File: src/rtl/pkt_tx_pkg.sv
package pkt_tx_pkg;
   typedef enum logic [2:0] {
      PH_IDLE   = 3'd0,
      PH_PRE    = 3'd1,
      PH_SFD    = 3'd2,
      PH_LEN    = 3'd3,
      PH_PAY    = 3'd4,
      PH_FCS_LO = 3'd5,
      PH_FCS_HI = 3'd6
   } phase_e;

   localparam int unsigned CRC_W = 16;
endpackage

File: src/rtl/ptf_len_gate.sv
module ptf_len_gate #(
   parameter int unsigned DATA_W      = 8,
   parameter int unsigned MAX_PAYLOAD = 125
) (
   input  logic [DATA_W-1:0] len_i,
   output logic              len_ok_o
);
   localparam logic [DATA_W-1:0] MAX_V = DATA_W'(MAX_PAYLOAD);

   always_comb begin
      len_ok_o = (len_i != '0) && (len_i <= MAX_V);
   end
endmodule

File: src/rtl/ptf_crc16.sv
module ptf_crc16
   import pkt_tx_pkg::*;
#(
   parameter int unsigned  DATA_W   = 8,
   parameter logic [15:0]  POLY_REV = 16'h8408,
   parameter logic [15:0]  INIT     = 16'h0000
) (
   input  logic              clk,
   input  logic              rst_n,
   input  logic              clr_i,
   input  logic              en_i,
   input  logic [DATA_W-1:0] data_i,
   output logic [CRC_W-1:0]  crc_o
);
   logic [CRC_W-1:0] crc_q;
   logic [CRC_W-1:0] stage [0:DATA_W];

   assign stage[0] = crc_q ^ CRC_W'(data_i);

   for (genvar g = 0; g < DATA_W; g++) begin : g_bit
      assign stage[g+1] = stage[g][0] ? ((stage[g] >> 1) ^ POLY_REV)
                                      : (stage[g] >> 1);
   end

   always_ff @(posedge clk or negedge rst_n) begin
      if (!rst_n) begin
         crc_q <= INIT;
      end else if (clr_i) begin
         crc_q <= INIT;
      end else if (en_i) begin
         crc_q <= stage[DATA_W];
      end
   end

   assign crc_o = crc_q;
endmodule

File: src/rtl/ptf_seq.sv
module ptf_seq
   import pkt_tx_pkg::*;
#(
   parameter int unsigned PRE_LEN = 4,
   parameter int unsigned ADDR_W  = 7,
   parameter int unsigned CNT_W   = 7
) (
   input  logic              clk,
   input  logic              rst_n,
   input  logic              start_i,
   input  logic [ADDR_W-1:0] len_i,
   input  logic              len_ok_i,
   input  logic              fire_i,
   output phase_e            ph_o,
   output logic [CNT_W-1:0]  cnt_o,
   output logic [ADDR_W-1:0] len_q_o,
   output logic              crc_clr_o,
   output logic              crc_en_o,
   output logic              done_o,
   output logic              err_o
);
   localparam logic [CNT_W-1:0] PRE_LAST = CNT_W'(PRE_LEN - 1);

   phase_e            ph_q;
   logic [CNT_W-1:0]  cnt_q;
   logic [ADDR_W-1:0] len_q;
   logic              done_q, err_q;
   logic              accept;
   logic              pay_last;

   assign accept   = (ph_q == PH_IDLE) && start_i && len_ok_i;
   assign pay_last = (cnt_q == (CNT_W'(len_q) - CNT_W'(1)));

   always_ff @(posedge clk or negedge rst_n) begin
      if (!rst_n) begin
         ph_q   <= PH_IDLE;
         cnt_q  <= '0;
         len_q  <= '0;
         done_q <= 1'b0;
         err_q  <= 1'b0;
      end else begin
         done_q <= 1'b0;
         err_q  <= 1'b0;
         unique case (ph_q)
            PH_IDLE: begin
               if (start_i) begin
                  if (len_ok_i) begin
                     ph_q  <= PH_PRE;
                     cnt_q <= '0;
                     len_q <= len_i;
                  end else begin
                     err_q <= 1'b1;
                  end
               end
            end
            PH_PRE: begin
               if (fire_i) begin
                  if (cnt_q == PRE_LAST) begin
                     ph_q  <= PH_SFD;
                     cnt_q <= '0;
                  end else begin
                     cnt_q <= cnt_q + CNT_W'(1);
                  end
               end
            end
            PH_SFD: begin
               if (fire_i) ph_q <= PH_LEN;
            end
            PH_LEN: begin
               if (fire_i) begin
                  ph_q  <= PH_PAY;
                  cnt_q <= '0;
               end
            end
            PH_PAY: begin
               if (fire_i) begin
                  if (pay_last) begin
                     ph_q  <= PH_FCS_LO;
                     cnt_q <= '0;
                  end else begin
                     cnt_q <= cnt_q + CNT_W'(1);
                  end
               end
            end
            PH_FCS_LO: begin
               if (fire_i) ph_q <= PH_FCS_HI;
            end
            PH_FCS_HI: begin
               if (fire_i) begin
                  ph_q   <= PH_IDLE;
                  done_q <= 1'b1;
               end
            end
            default: ph_q <= PH_IDLE;
         endcase
      end
   end

   assign ph_o      = ph_q;
   assign cnt_o     = cnt_q;
   assign len_q_o   = len_q;
   assign crc_clr_o = accept;
   assign crc_en_o  = (ph_q == PH_PAY) && fire_i;
   assign done_o    = done_q;
   assign err_o     = err_q;
endmodule

File: src/rtl/ptf_byte_mux.sv
module ptf_byte_mux
   import pkt_tx_pkg::*;
#(
   parameter int unsigned       DATA_W   = 8,
   parameter int unsigned       ADDR_W   = 7,
   parameter logic [DATA_W-1:0] PRE_BYTE = 8'h00,
   parameter logic [DATA_W-1:0] SFD_BYTE = 8'hA7
) (
   input  phase_e            ph_i,
   input  logic [ADDR_W-1:0] len_q_i,
   input  logic [DATA_W-1:0] pay_i,
   input  logic [CRC_W-1:0]  crc_i,
   output logic [DATA_W-1:0] byte_o
);
   logic [DATA_W-1:0] len_byte;

   assign len_byte = DATA_W'(len_q_i) + DATA_W'(2);

   always_comb begin
      unique case (ph_i)
         PH_PRE:    byte_o = PRE_BYTE;
         PH_SFD:    byte_o = SFD_BYTE;
         PH_LEN:    byte_o = len_byte;
         PH_PAY:    byte_o = pay_i;
         PH_FCS_LO: byte_o = crc_i[7:0];
         PH_FCS_HI: byte_o = crc_i[15:8];
         default:   byte_o = '0;
      endcase
   end
endmodule

File: src/rtl/pkt_tx_framer.sv
module pkt_tx_framer
   import pkt_tx_pkg::*;
#(
   parameter int unsigned       DATA_W      = 8,
   parameter int unsigned       MAX_PAYLOAD = 125,
   parameter int unsigned       PRE_LEN     = 4,
   parameter logic [DATA_W-1:0] PRE_BYTE    = 8'h00,
   parameter logic [DATA_W-1:0] SFD_BYTE    = 8'hA7,
   parameter logic [15:0]       CRC_POLY    = 16'h8408,
   parameter logic [15:0]       CRC_INIT    = 16'h0000,
   localparam int unsigned      ADDR_W      = $clog2(MAX_PAYLOAD),
   localparam int unsigned      PRE_W       = $clog2(PRE_LEN + 1),
   localparam int unsigned      CNT_W       = (ADDR_W > PRE_W) ? ADDR_W : PRE_W
) (
   input  logic              clk,
   input  logic              rst_n,
   input  logic              start_i,
   input  logic [DATA_W-1:0] len_i,
   output logic              buf_rd_o,
   output logic [ADDR_W-1:0] buf_addr_o,
   input  logic [DATA_W-1:0] buf_data_i,
   output logic              out_valid_o,
   input  logic              out_ready_i,
   output logic [DATA_W-1:0] out_data_o,
   output logic              done_o,
   output logic              err_o
);
   if (DATA_W != 8) begin : g_bad_width
      $error("pkt_tx_framer: byte stream must be 8 bits wide");
   end
   if (PRE_LEN < 1) begin : g_bad_pre
      $error("pkt_tx_framer: at least one preamble byte is needed");
   end
   if (MAX_PAYLOAD < 1 || MAX_PAYLOAD + 2 > 255) begin : g_bad_max
      $error("pkt_tx_framer: payload limit must leave room in the length byte");
   end

   phase_e            ph;
   logic [CNT_W-1:0]  cnt;
   logic [ADDR_W-1:0] len_q;
   logic              len_ok;
   logic              fire;
   logic              crc_clr, crc_en;
   logic [CRC_W-1:0]  crc;

   assign out_valid_o = (ph != PH_IDLE);
   assign fire        = out_valid_o && out_ready_i;
   assign buf_rd_o    = (ph == PH_PAY);
   assign buf_addr_o  = buf_rd_o ? cnt[ADDR_W-1:0] : '0;

   ptf_len_gate #(
      .DATA_W      (DATA_W),
      .MAX_PAYLOAD (MAX_PAYLOAD)
   ) u_gate (
      .len_i    (len_i),
      .len_ok_o (len_ok)
   );

   ptf_seq #(
      .PRE_LEN (PRE_LEN),
      .ADDR_W  (ADDR_W),
      .CNT_W   (CNT_W)
   ) u_seq (
      .clk       (clk),
      .rst_n     (rst_n),
      .start_i   (start_i),
      .len_i     (len_i[ADDR_W-1:0]),
      .len_ok_i  (len_ok),
      .fire_i    (fire),
      .ph_o      (ph),
      .cnt_o     (cnt),
      .len_q_o   (len_q),
      .crc_clr_o (crc_clr),
      .crc_en_o  (crc_en),
      .done_o    (done_o),
      .err_o     (err_o)
   );

   ptf_crc16 #(
      .DATA_W   (DATA_W),
      .POLY_REV (CRC_POLY),
      .INIT     (CRC_INIT)
   ) u_crc (
      .clk    (clk),
      .rst_n  (rst_n),
      .clr_i  (crc_clr),
      .en_i   (crc_en),
      .data_i (buf_data_i),
      .crc_o  (crc)
   );

   ptf_byte_mux #(
      .DATA_W   (DATA_W),
      .ADDR_W   (ADDR_W),
      .PRE_BYTE (PRE_BYTE),
      .SFD_BYTE (SFD_BYTE)
   ) u_mux (
      .ph_i    (ph),
      .len_q_i (len_q),
      .pay_i   (buf_data_i),
      .crc_i   (crc),
      .byte_o  (out_data_o)
   );
endmodule

File: config.mk
export PLATFORM = sky130hd
export DESIGN_NAME = pkt_tx_framer
export DESIGN_NICKNAME = d
export VERILOG_FILES = /design/src/rtl/pkt_tx_pkg.sv /design/src/rtl/ptf_len_gate.sv /design/src/rtl/ptf_crc16.sv /design/src/rtl/ptf_seq.sv /design/src/rtl/ptf_byte_mux.sv /design/src/rtl/pkt_tx_framer.sv
export SDC_FILE = /design/constraint.sdc
export NUM_CORES = 1
export LEC_CHECK = 0
export BUFFER_PORTS_ARGS = -buffer_cell sky130_fd_sc_hd__buf_4
export CORE_ASPECT_RATIO = 1.75
export CORE_MARGIN = 2
export CORE_UTILIZATION = 60
export CTS_BUF_LIST = sky130_fd_sc_hd__clkbuf_4
export DETAILED_ROUTE_END_ITERATION = 8
export GPL_TIMING_DRIVEN = 0
export PLACE_DENSITY = 0.84
export SLEW_MARGIN = 20
export SYNTH_ARGS = -nofsm -noshare
export SYNTH_HDL_FRONTEND = slang
export SYNTH_SLANG_ARGS = --single-unit
File: constraint.sdc
create_clock -name clk -period 4.8 [get_ports clk]
set_input_delay 1.2 -clock clk [delete_from_list [all_inputs] [get_ports clk]]
set_output_delay 1.2 -clock clk [all_outputs]
set_load 0.005 [all_outputs]
# ---- After elaboration in Yosys (flattened, before gate mapping)
# Index checks and enable logic that the tools add are counted.
dict set report totals {
  reg_bits 35
  inputBits 20
  out_inout_bits 19
  wordCells 86
}
dict set report op_classes {
  add_sub_neg 3
  magnitude_cmp 1
  eq_ne 18
  n_mux 36
  n_bitwise 9
  reduce_logical 13
}
# op count
set op_table {}
lappend op_table {{$mux 16} 10}
lappend op_table {{$mux 7} 8}
lappend op_table {{$pmux 8 s5} 1}
lappend op_table {{$mux 3} 10}
lappend op_table {{$pmux 7 s4} 1}
lappend op_table {{$not 2->3} 8}
lappend op_table {{$pmux 3 s7} 1}
lappend op_table {{$xor 16x8->16} 1}
lappend op_table {{$ne 2x1->1 const B} 5}
lappend op_table {{$ne 2x2->1 const B} 5}
lappend op_table {{$reduce_and 10->1} 1}
lappend op_table {{$eq 3x3->1 const B} 3}
lappend op_table {{$add 7x2->8 const B} 1}
lappend op_table {{$le 8x7->1 const B} 1}
lappend op_table {{$reduce_bool 8->1} 1}
lappend op_table {{$add 7x1->7 const B} 1}
lappend op_table {{$eq 7x2->1 const B} 1}
lappend op_table {{$eq 7x7->1} 1}
lappend op_table {{$sub 7x1->7 const B} 1}
lappend op_table {{$eq 3x2->1 const B} 2}
lappend op_table {{$reduce_and 6->1} 1}
lappend op_table {{$logic_and 1x1->1} 5}
lappend op_table {{$mux 1} 5}
lappend op_table {{$reduce_bool 4->1} 1}
lappend op_table {{other kinds (5)} 5}

# ---- Longest topological paths before layout
# Gate-level depths: netlist (run 1).
dict set report logic_depth {
  ltp_word 19
  mapped_depth 8
  mapped_depth_nobuf 8
}

# ---- By module
# From an unflattened synthesis (run 1), not the netlist that was laid out.
dict set report unflattened {
  cells_unflattened 267
  area_unflattened_um2 2770.2
}
# mod n_inst cells_each area_per_inst_um2 seq_area_each_um2
set by_module_without_submodules {}
lappend by_module_without_submodules {ptf_seq 1 125 1169.9 475.5}
lappend by_module_without_submodules {ptf_crc16 1 78 1059.8 400.4}
lappend by_module_without_submodules {ptf_byte_mux 1 50 390.4 0.0}
lappend by_module_without_submodules {pkt_tx_framer 1 10 111.4 0.0}
lappend by_module_without_submodules {ptf_len_gate 1 4 38.8 0.0}

# ---- Worst setup path before layout (run 1)
# No wires, ideal clock.
dict set report synth_timing {
  path_type {input -> register}
  start {input len_i[3]}
  end {register u_seq.cnt_q[2], in the netlist u_seq.cnt_o[2]}
  setup_time_ns 0.065
  t_arrival_ns 2.686
  t_required_ns 4.735
  setup_slack_ns 2.048
  cell_stages 7
  path_buffers 1
  cell_sequence {or4_1 nor4_1 nor3_1 clkbuf_1 nand2b_1 o21ai_0 a22o_1}
}
dict set report synth_via {
  elab_chain_len 4
  elab_cells_between_ends 5
  cone_classes {order compare: 1; eq/ne: 1; reduce/logical: 3}
}
# element line
set synth_lines {}
lappend synth_lines {{from (decl)} pkt_tx_framer.sv:18} ;# input logic [DATA_W-1:0] len_i,
lappend synth_lines {{$le 8x7->1 / $reduce_bool 8->1 (equally long branches)} ptf_len_gate.sv:11} ;# len_ok_o = (len_i != '0) && (len_i <= MAX_V);
lappend synth_lines {{$logic_and 1x1->1 (*)} ptf_len_gate.sv:11}
lappend synth_lines {{$ne 2x1->1 (no source line) (*)} --}
lappend synth_lines {{$reduce_and 6->1 (no source line) (*)} --}
lappend synth_lines {{to (signal assigned)} ptf_seq.sv:62} ;# cnt_q <= cnt_q + CNT_W'(1);
lappend synth_lines {{to (signal assigned)} ptf_seq.sv:81} ;# cnt_q <= cnt_q + CNT_W'(1);
lappend synth_lines {{to (decl)} ptf_seq.sv:25} ;# logic [CNT_W-1:0] cnt_q;
# Mark *: on every way between the ends. The rest lies on a longest branch, timed or not.
# A chain may end at the register's enable or synchronous reset.

# ---- Worst setup path in the final report (run 1)
dict set report layout_timing {
  start {register u_seq.ph_q[0], in the netlist u_seq.ph_o[0]}
  end {output out_data_o[3]}
}
dict set report layout_via {
  elab_chain_len 2
  elab_cells_between_ends 6
  cone_classes {eq/ne: 5; mux: 1}
}
# element line
set layout_lines {}
lappend layout_lines {{from (decl)} ptf_seq.sv:24} ;# phase_e ph_q;
lappend layout_lines {{from (signal assigned)} ptf_seq.sv:36} ;# ph_q <= PH_IDLE;
lappend layout_lines {{from (signal assigned)} ptf_seq.sv:48} ;# ph_q <= PH_PRE;
lappend layout_lines {{from (signal assigned)} ptf_seq.sv:59} ;# ph_q <= PH_SFD;
lappend layout_lines {{$eq 3x3->1 / $eq 3x2->1 (equally long branches)} ptf_byte_mux.sv:20} ;# unique case (ph_i)
lappend layout_lines {{$pmux 8 s5 (*)} ptf_byte_mux.sv:20}
lappend layout_lines {{to (decl)} pkt_tx_framer.sv:24} ;# output logic [DATA_W-1:0] out_data_o,
# Marked as above.

==> results of run 1 <==
[per-layer routing]
metal / GRT usage / vias up / share of wire / wire (um)
met5: 0 / - / 0 / 0
met4: 0.167 / 0 / 0.049 / 307
met3: 0.0361 / 22 / 0.045 / 286
met2: 0.550 / 91 / 0.55 / 3450
met1: 0.308 / 1085 / 0.36 / 2270
li1: - / 1052 / - / -
[stage by stage]
step / setup WS, ns / power, mW
finish: 1.05 / 1.62
CTS: 1.12 / 1.61
floorplan: 2.05 / 1.17
global placement: 1.54 / 1.42
detailed placement: 1.52 / 1.45
global route: 0.937 / 1.73
[worst max-delay path, stage by stage, from the launching register on]
cell      delay, ns
dfrtp_1        0.33
clkbuf_1       0.49
clkinv_1       0.43
nor2_1         0.41
a22oi_1        0.15
o221ai_1       0.24
buf_4          0.16
[power by group through the flow]
stage	Combinational, mW	Sequential, mW	Clock (mW)
3_5_place_dp	0.938	0.510	0
6_report	0.958	0.508	0.159
2_1_floorplan	0.686	0.480	0
3_3_place_gp	0.918	0.504	0
5_1_grt	1.04	0.520	0.169
4_1_cts	0.945	0.504	0.162
[area by class of cell]
type,count,area (um2)
clock buffer,6,45.0
fill,332,1050
sequential,35,876
inverter,6,22.5
tap,48,60.1
multi-input combinational,221,1420
buffer,15,66.3
timing repair buffer,38,285
clock inverter,2,7.51
[sequential cells by signal, summed over array words and instances (netlist names)]
name,flops
u_crc.crc_o,16
u_seq.ph_o,3
u_seq.err_o,1
u_seq.cnt_o,7
u_seq.done_o,1
u_seq.len_q_o,7
[cells in the final DEF (no fill, tap or decap), types with 2 or more instances in the layout]
| cell type | n |
|---|---|
| nand2b_1 | 4 |
| o21ai_1 | 9 |
| and2_1 | 8 |
| clkbuf_4 | 6 |
| o22ai_1 | 3 |
| buf_4 | 38 |
| inv_1 | 5 |
| o211ai_1 | 2 |
| nor2b_1 | 11 |
| ha_1 | 4 |
| xor2_1 | 19 |
| buf_2 | 2 |
| a32o_1 | 3 |
| nor2_1 | 26 |
| clkinv_1 | 3 |
| mux2_1 | 4 |
| nor3_1 | 5 |
| a21oi_1 | 15 |
| mux2i_1 | 6 |
| a22o_1 | 5 |
| nand3_1 | 5 |
| xnor2_1 | 17 |
| clkbuf_1 | 12 |
| o21ai_0 | 13 |
| dfrtp_1 | 35 |
| nand2_1 | 31 |
| o221ai_1 | 2 |
| nor4_1 | 4 |
| and3_1 | 7 |
| a211oi_1 | 4 |
[final timing paths]
path	slack (ns)	startpoint	cells past startpoint	to
min in group asynchronous	0.80	rst_n	1	u_seq.cnt_o[3]$_DFFE_PN0P_
worst max register to register	2.09	u_seq.ph_o[0]$_DFFE_PN0P_	7	u_crc.crc_o[13]$_DFFE_PN0P_
max in group asynchronous	3.66	rst_n	1	u_seq.len_q_o[0]$_DFFE_PN0P_
worst min register to register	0.56	u_crc.crc_o[4]$_DFFE_PN0P_	2	u_crc.crc_o[4]$_DFFE_PN0P_
worst max-delay path	1.05	u_seq.ph_o[0]$_DFFE_PN0P_	6	out_data_o[3]
worst min-delay path	0.56	u_crc.crc_o[4]$_DFFE_PN0P_	2	u_crc.crc_o[4]$_DFFE_PN0P_
[cells by family (layout without fill, tap and decap cells)]
kind of cell             Yosys count  after routing  share of synthesized area
AO/OA/AOI/OAI                     62             62                      0.168
XOR/XNOR                          36             36                      0.132
adder cells (fa/ha/maj)            4              4                     0.0210
buffers and inverters             21             67                     0.0373
flip-flops                        35             35                      0.367
multiplexers                      11             11                     0.0488
AND/OR/NAND/NOR                  108            108                      0.225
==> reports/qor.yml, run 1 <==
fin_util: 0.726
tightestPinTransition_ns: 0.633
grt_pass1_wl_mm: 9.98
maxSlewHeadroom: 0.578
cts-htree-levels: 2
postCtsSetupBuffers: 0
async_reset_ff_frac: 1.00
cts_hold_buf: 0
synth_top_area_share: 0.367
crit_path_end_kind: "output pin"
portBuffers: 38
setup_viol: 0
fin_cells: 371
area_growth_pct: 16.7
ys_seq_area_frac: 0.367
crit_type: "reg2out"
grt_pass1_vias: 2129
drv_slew: 0
yosysUniqueCellTypes: 43
num_rows: 30
antenna_found_initial: 0
die_w_um: 51.6
place_inst: 363
final_hold_viol_count: 0
synthTopCellsByCount: "dfrtp_1 (35), nand2_1 (31), nor2_1 (26), xor2_1 (19), xnor2_1 (17)"
start_util: 0.623
setup_tns_ns: 0
ys_ff_latch: 35
max_freq_ghz: 0.266
p_clk_frac: 0.098
wirelength_mm: 6.32
p_leak_nw: 1.26
ioPinCount: 39
drt_iter0_markers: 95
final_design_area_no_fill_um2: 2780
clkLatencyLatePin_ns: 0.34
antennaDiodeCount: 0
synthesis.area_um2: 2380
drc: 0
hp-class: "reg2reg"
syn-num-nets: 301
synth_edf_count: 0
yosysTopAreaCell: "dfrtp_1"
cts_resized: 0
powerDensity_nw_per_um2: 584
p_int_mw: 0.875
swShare: 0.462
drt_first_pass_iters: 4
cts_buffers: 5
rsz0062_at_grt: "no"
cts_tree: "done"
ctsRootBufferMaster: "clkbuf_4"
core_area_um2: 3830
required_ns: 3.60
holdWs_ns: 0.561
synth_flop_cell: "dfrtp_1"
cts.sinks: 35
fin_crit_sh: 0.782
p_seq_frac: 0.313
synth_area_leaders: "dfrtp_1 (37%), xor2_1 (7.0%), xnor2_1 (6.2%)"
vias: 2250
ctsLongestPathBuffers: 2
switching_power_mw: 0.750
fin_nets: 346
hpwl_mm: 4.79
dieArea_um2: 4510
syn_inst: 277
fin_worst_skew_ns: 0.00467
wl_per_cell_um: 17.0
grt_start_max_net_pins: 36
vdd_drop_max_v: 0.000353
via_per_inst: 6.06
routabilityCongestion: 0.949
grt_usage: 0.296
ys_warn_count: 0
drt.antenna.violating_nets: 0
place_area_um2: 2730
yosysMostFrequentCell: "dfrtp_1"
combinationalPowerShare: 0.589
overflow: 0
status: "complete, no violations"
critical_path.max_fanout: 10
maxCapViolations: 0
start_kind: "flip-flop"
die_h_um: 87.4
drive_gt1_frac: 0.158
fin_crit_ns: 3.75
path_clk_slew_ns: 0.11
critPathArrivalTime_ns: 2.55
avgSynthCellArea_um2: 8.60
(Power assumes the default switching activity.)
==> run 2, diff against run 1 <==
--- a/config.mk
+++ b/config.mk
@@ -8,11 +8,11 @@
 export BUFFER_PORTS_ARGS = -buffer_cell sky130_fd_sc_hd__buf_4
 export CORE_ASPECT_RATIO = 1.75
 export CORE_MARGIN = 2
-export CORE_UTILIZATION = 60
+export CORE_UTILIZATION = 59
 export CTS_BUF_LIST = sky130_fd_sc_hd__clkbuf_4
 export DETAILED_ROUTE_END_ITERATION = 8
 export GPL_TIMING_DRIVEN = 0
-export PLACE_DENSITY = 0.84
+export PLACE_DENSITY = 0.83
 export SLEW_MARGIN = 20
 export SYNTH_ARGS = -nofsm -noshare
 export SYNTH_HDL_FRONTEND = slang
==> constraint.sdc (replaced) <==
create_clock -name clk -period 3.9 [get_ports clk]
set_input_delay 0.975 -clock clk [delete_from_list [all_inputs] [get_ports clk]]
set_output_delay 0.975 -clock clk [all_outputs]
set_load 0.005 [all_outputs]
==> reports/qor.yml, run 2 (synthesis results as in run 1) <==
status: "complete, no violations"
r2r_end: "u_seq.len_q_o[2]$_DFFE_PN0P_"
grt_start_max_net_pins: 36
drc: 0
routabilityCongestion: 0.925
start_kind: "flip-flop"
maxSlewHeadroom: 0.606
core_area_um2: 3870
fin_crit_ns: 3.44
clkLatencyLatePin_ns: 0.35
portBuffers: 38
grt_usage: 0.290
via_per_inst: 5.87
wirelength_mm: 6.09
fin_nets: 346
tightestPinTransition_ns: 0.591
cts-htree-levels: 2
cts_tree: "done"
vdd_drop_max_v: 0.000502
maxCapViolations: 0
die_h_um: 88.1
powerDensity_nw_per_um2: 712
p_leak_nw: 1.26
fillers: 349
postCtsSetupBuffers: 0
crit_path_end_kind: "output pin"
path_buf_inv: 3
dieArea_um2: 4580
grt_pass1_wl_mm: 9.85
reg2reg_depth: 8
grt_pass1_vias: 2106
critPathArrivalTime_ns: 2.47
finalPower_mw: 1.98
path_clk_slew_ns: 0.11
num_rows: 30
rr_startpoint: "u_seq.ph_o[0]$_DFFE_PN0P_"
ioPinCount: 39
antenna_found_initial: 0
drt_first_pass_iters: 4
start_util: 0.617
cp_cell_sequence: "clkbuf_1, clkinv_1, nor2_1, a22oi_1, o221ai_1, buf_4"
cts_hold_buf: 0
critical_path.max_fanout: 10
final_common_cell: "buf_4"
area_growth_pct: 16.4
cts_resized: 0
die_w_um: 52.0
largest_reg_flops: 16
crit_family: "buffers and inverters"
hpwl_mm: 4.67
ctsRootBufferMaster: "clkbuf_4"
cts_buffers: 5
max_freq_ghz: 0.291
slowest_stage: "clkbuf_1"
overflow: 0
required_ns: 2.92
drv_slew: 0
slowest_delay_ns: 0.46
fin_crit_sh: 0.882
ctsLongestPathBuffers: 2
drive_gt1_frac: 0.158
vias: 2171
hp-class: "in2async"
final-seq-area_um2: 876
wl_per_cell_um: 16.5
drt_iter0_markers: 75
final_cell_mix: "buf_4 (38), dfrtp_1 (35), nand2_1 (31)"
multi_input_area_um2: 1420
crit_type: "reg2out"
final_hold_viol_count: 0
rsz0062_at_grt: "no"
ff2ff_setup_slack_ns: 1.26
setup_viol: 0
fin_worst_skew_ns: 0.0126
drt.antenna.violating_nets: 0
setup_tns_ns: 0
antennaDiodeCount: 0
cts.sinks: 35
run 2: changes by cell type in the layout (fill, tap and decap cells not counted):
cell | previous run | this run
clkbuf_4 | 6 | 5
clkinv_1 | 3 | 2
clkinv_2 | 0 | 1
run 2: layer usage:
metal	routed length [um]	global-route usage	vias up
li1	-	-	1050
met4	253	0.156	0
met2	3340	0.525	56
met5	0	0	-
met3	236	0.0392	21
met1	2270	0.317	1044
run 2: power by group:
group | internal, mW | leakage, nW | switching, mW
logic | 0.515 | 0.772 | 0.648
registers | 0.488 | 0.456 | 0.135
clock network | 0.0639 | 0.0285 | 0.126
total | 1.07 | 1.26 | 0.909
run 2: final cells by class:
cell class | instances | area share
clock buffers | 5 | 0.0135
inverters | 6 | 0.00812
multi-input cells | 221 | 0.511
flip-flops and latches | 35 | 0.316
repair buffers | 38 | 0.103
well taps | 48 | 0.0216
plain buffers | 15 | 0.0239
clock inverters | 2 | 0.00316
run 2: how the worst max path moves through the flow:
stage	to	from	cells after the start
5_1_grt	out_data_o[3]	u_seq.ph_o[0]$_DFFE_PN0P_	6
2_1_floorplan	u_seq.cnt_o[2]$_DFFE_PN0P_	len_i[3]	7
3_5_place_dp	out_data_o[3]	u_seq.ph_o[0]$_DFFE_PN0P_	6
4_1_cts	out_data_o[3]	u_seq.ph_o[0]$_DFFE_PN0P_	6
6_report	out_data_o[3]	u_seq.ph_o[0]$_DFFE_PN0P_	6
3_3_place_gp	out_data_o[3]	u_seq.ph_o[0]$_DFFE_PN0P_	6
run 2: per-stage QoR:
| step | utilization | hold WS, ns | instances | cell area, um2 | setup slack, ns |
|---|---|---|---|---|---|
| final | 0.718 | 0.559 | 370 | 2780 | 0.459 |
| after global routing | 0.718 | 0.586 | 370 | 2780 | 0.218 |
| after CTS | 0.718 | 0.559 | 370 | 2780 | 0.451 |
| after detailed placement | 0.706 | 0.545 | 363 | 2730 | 0.841 |
| after global placement | 0.706 | 0.540 | 363 | 2730 | 0.848 |
| after floorplan | - | 0.521 | 277 | 2380 | 1.37 |
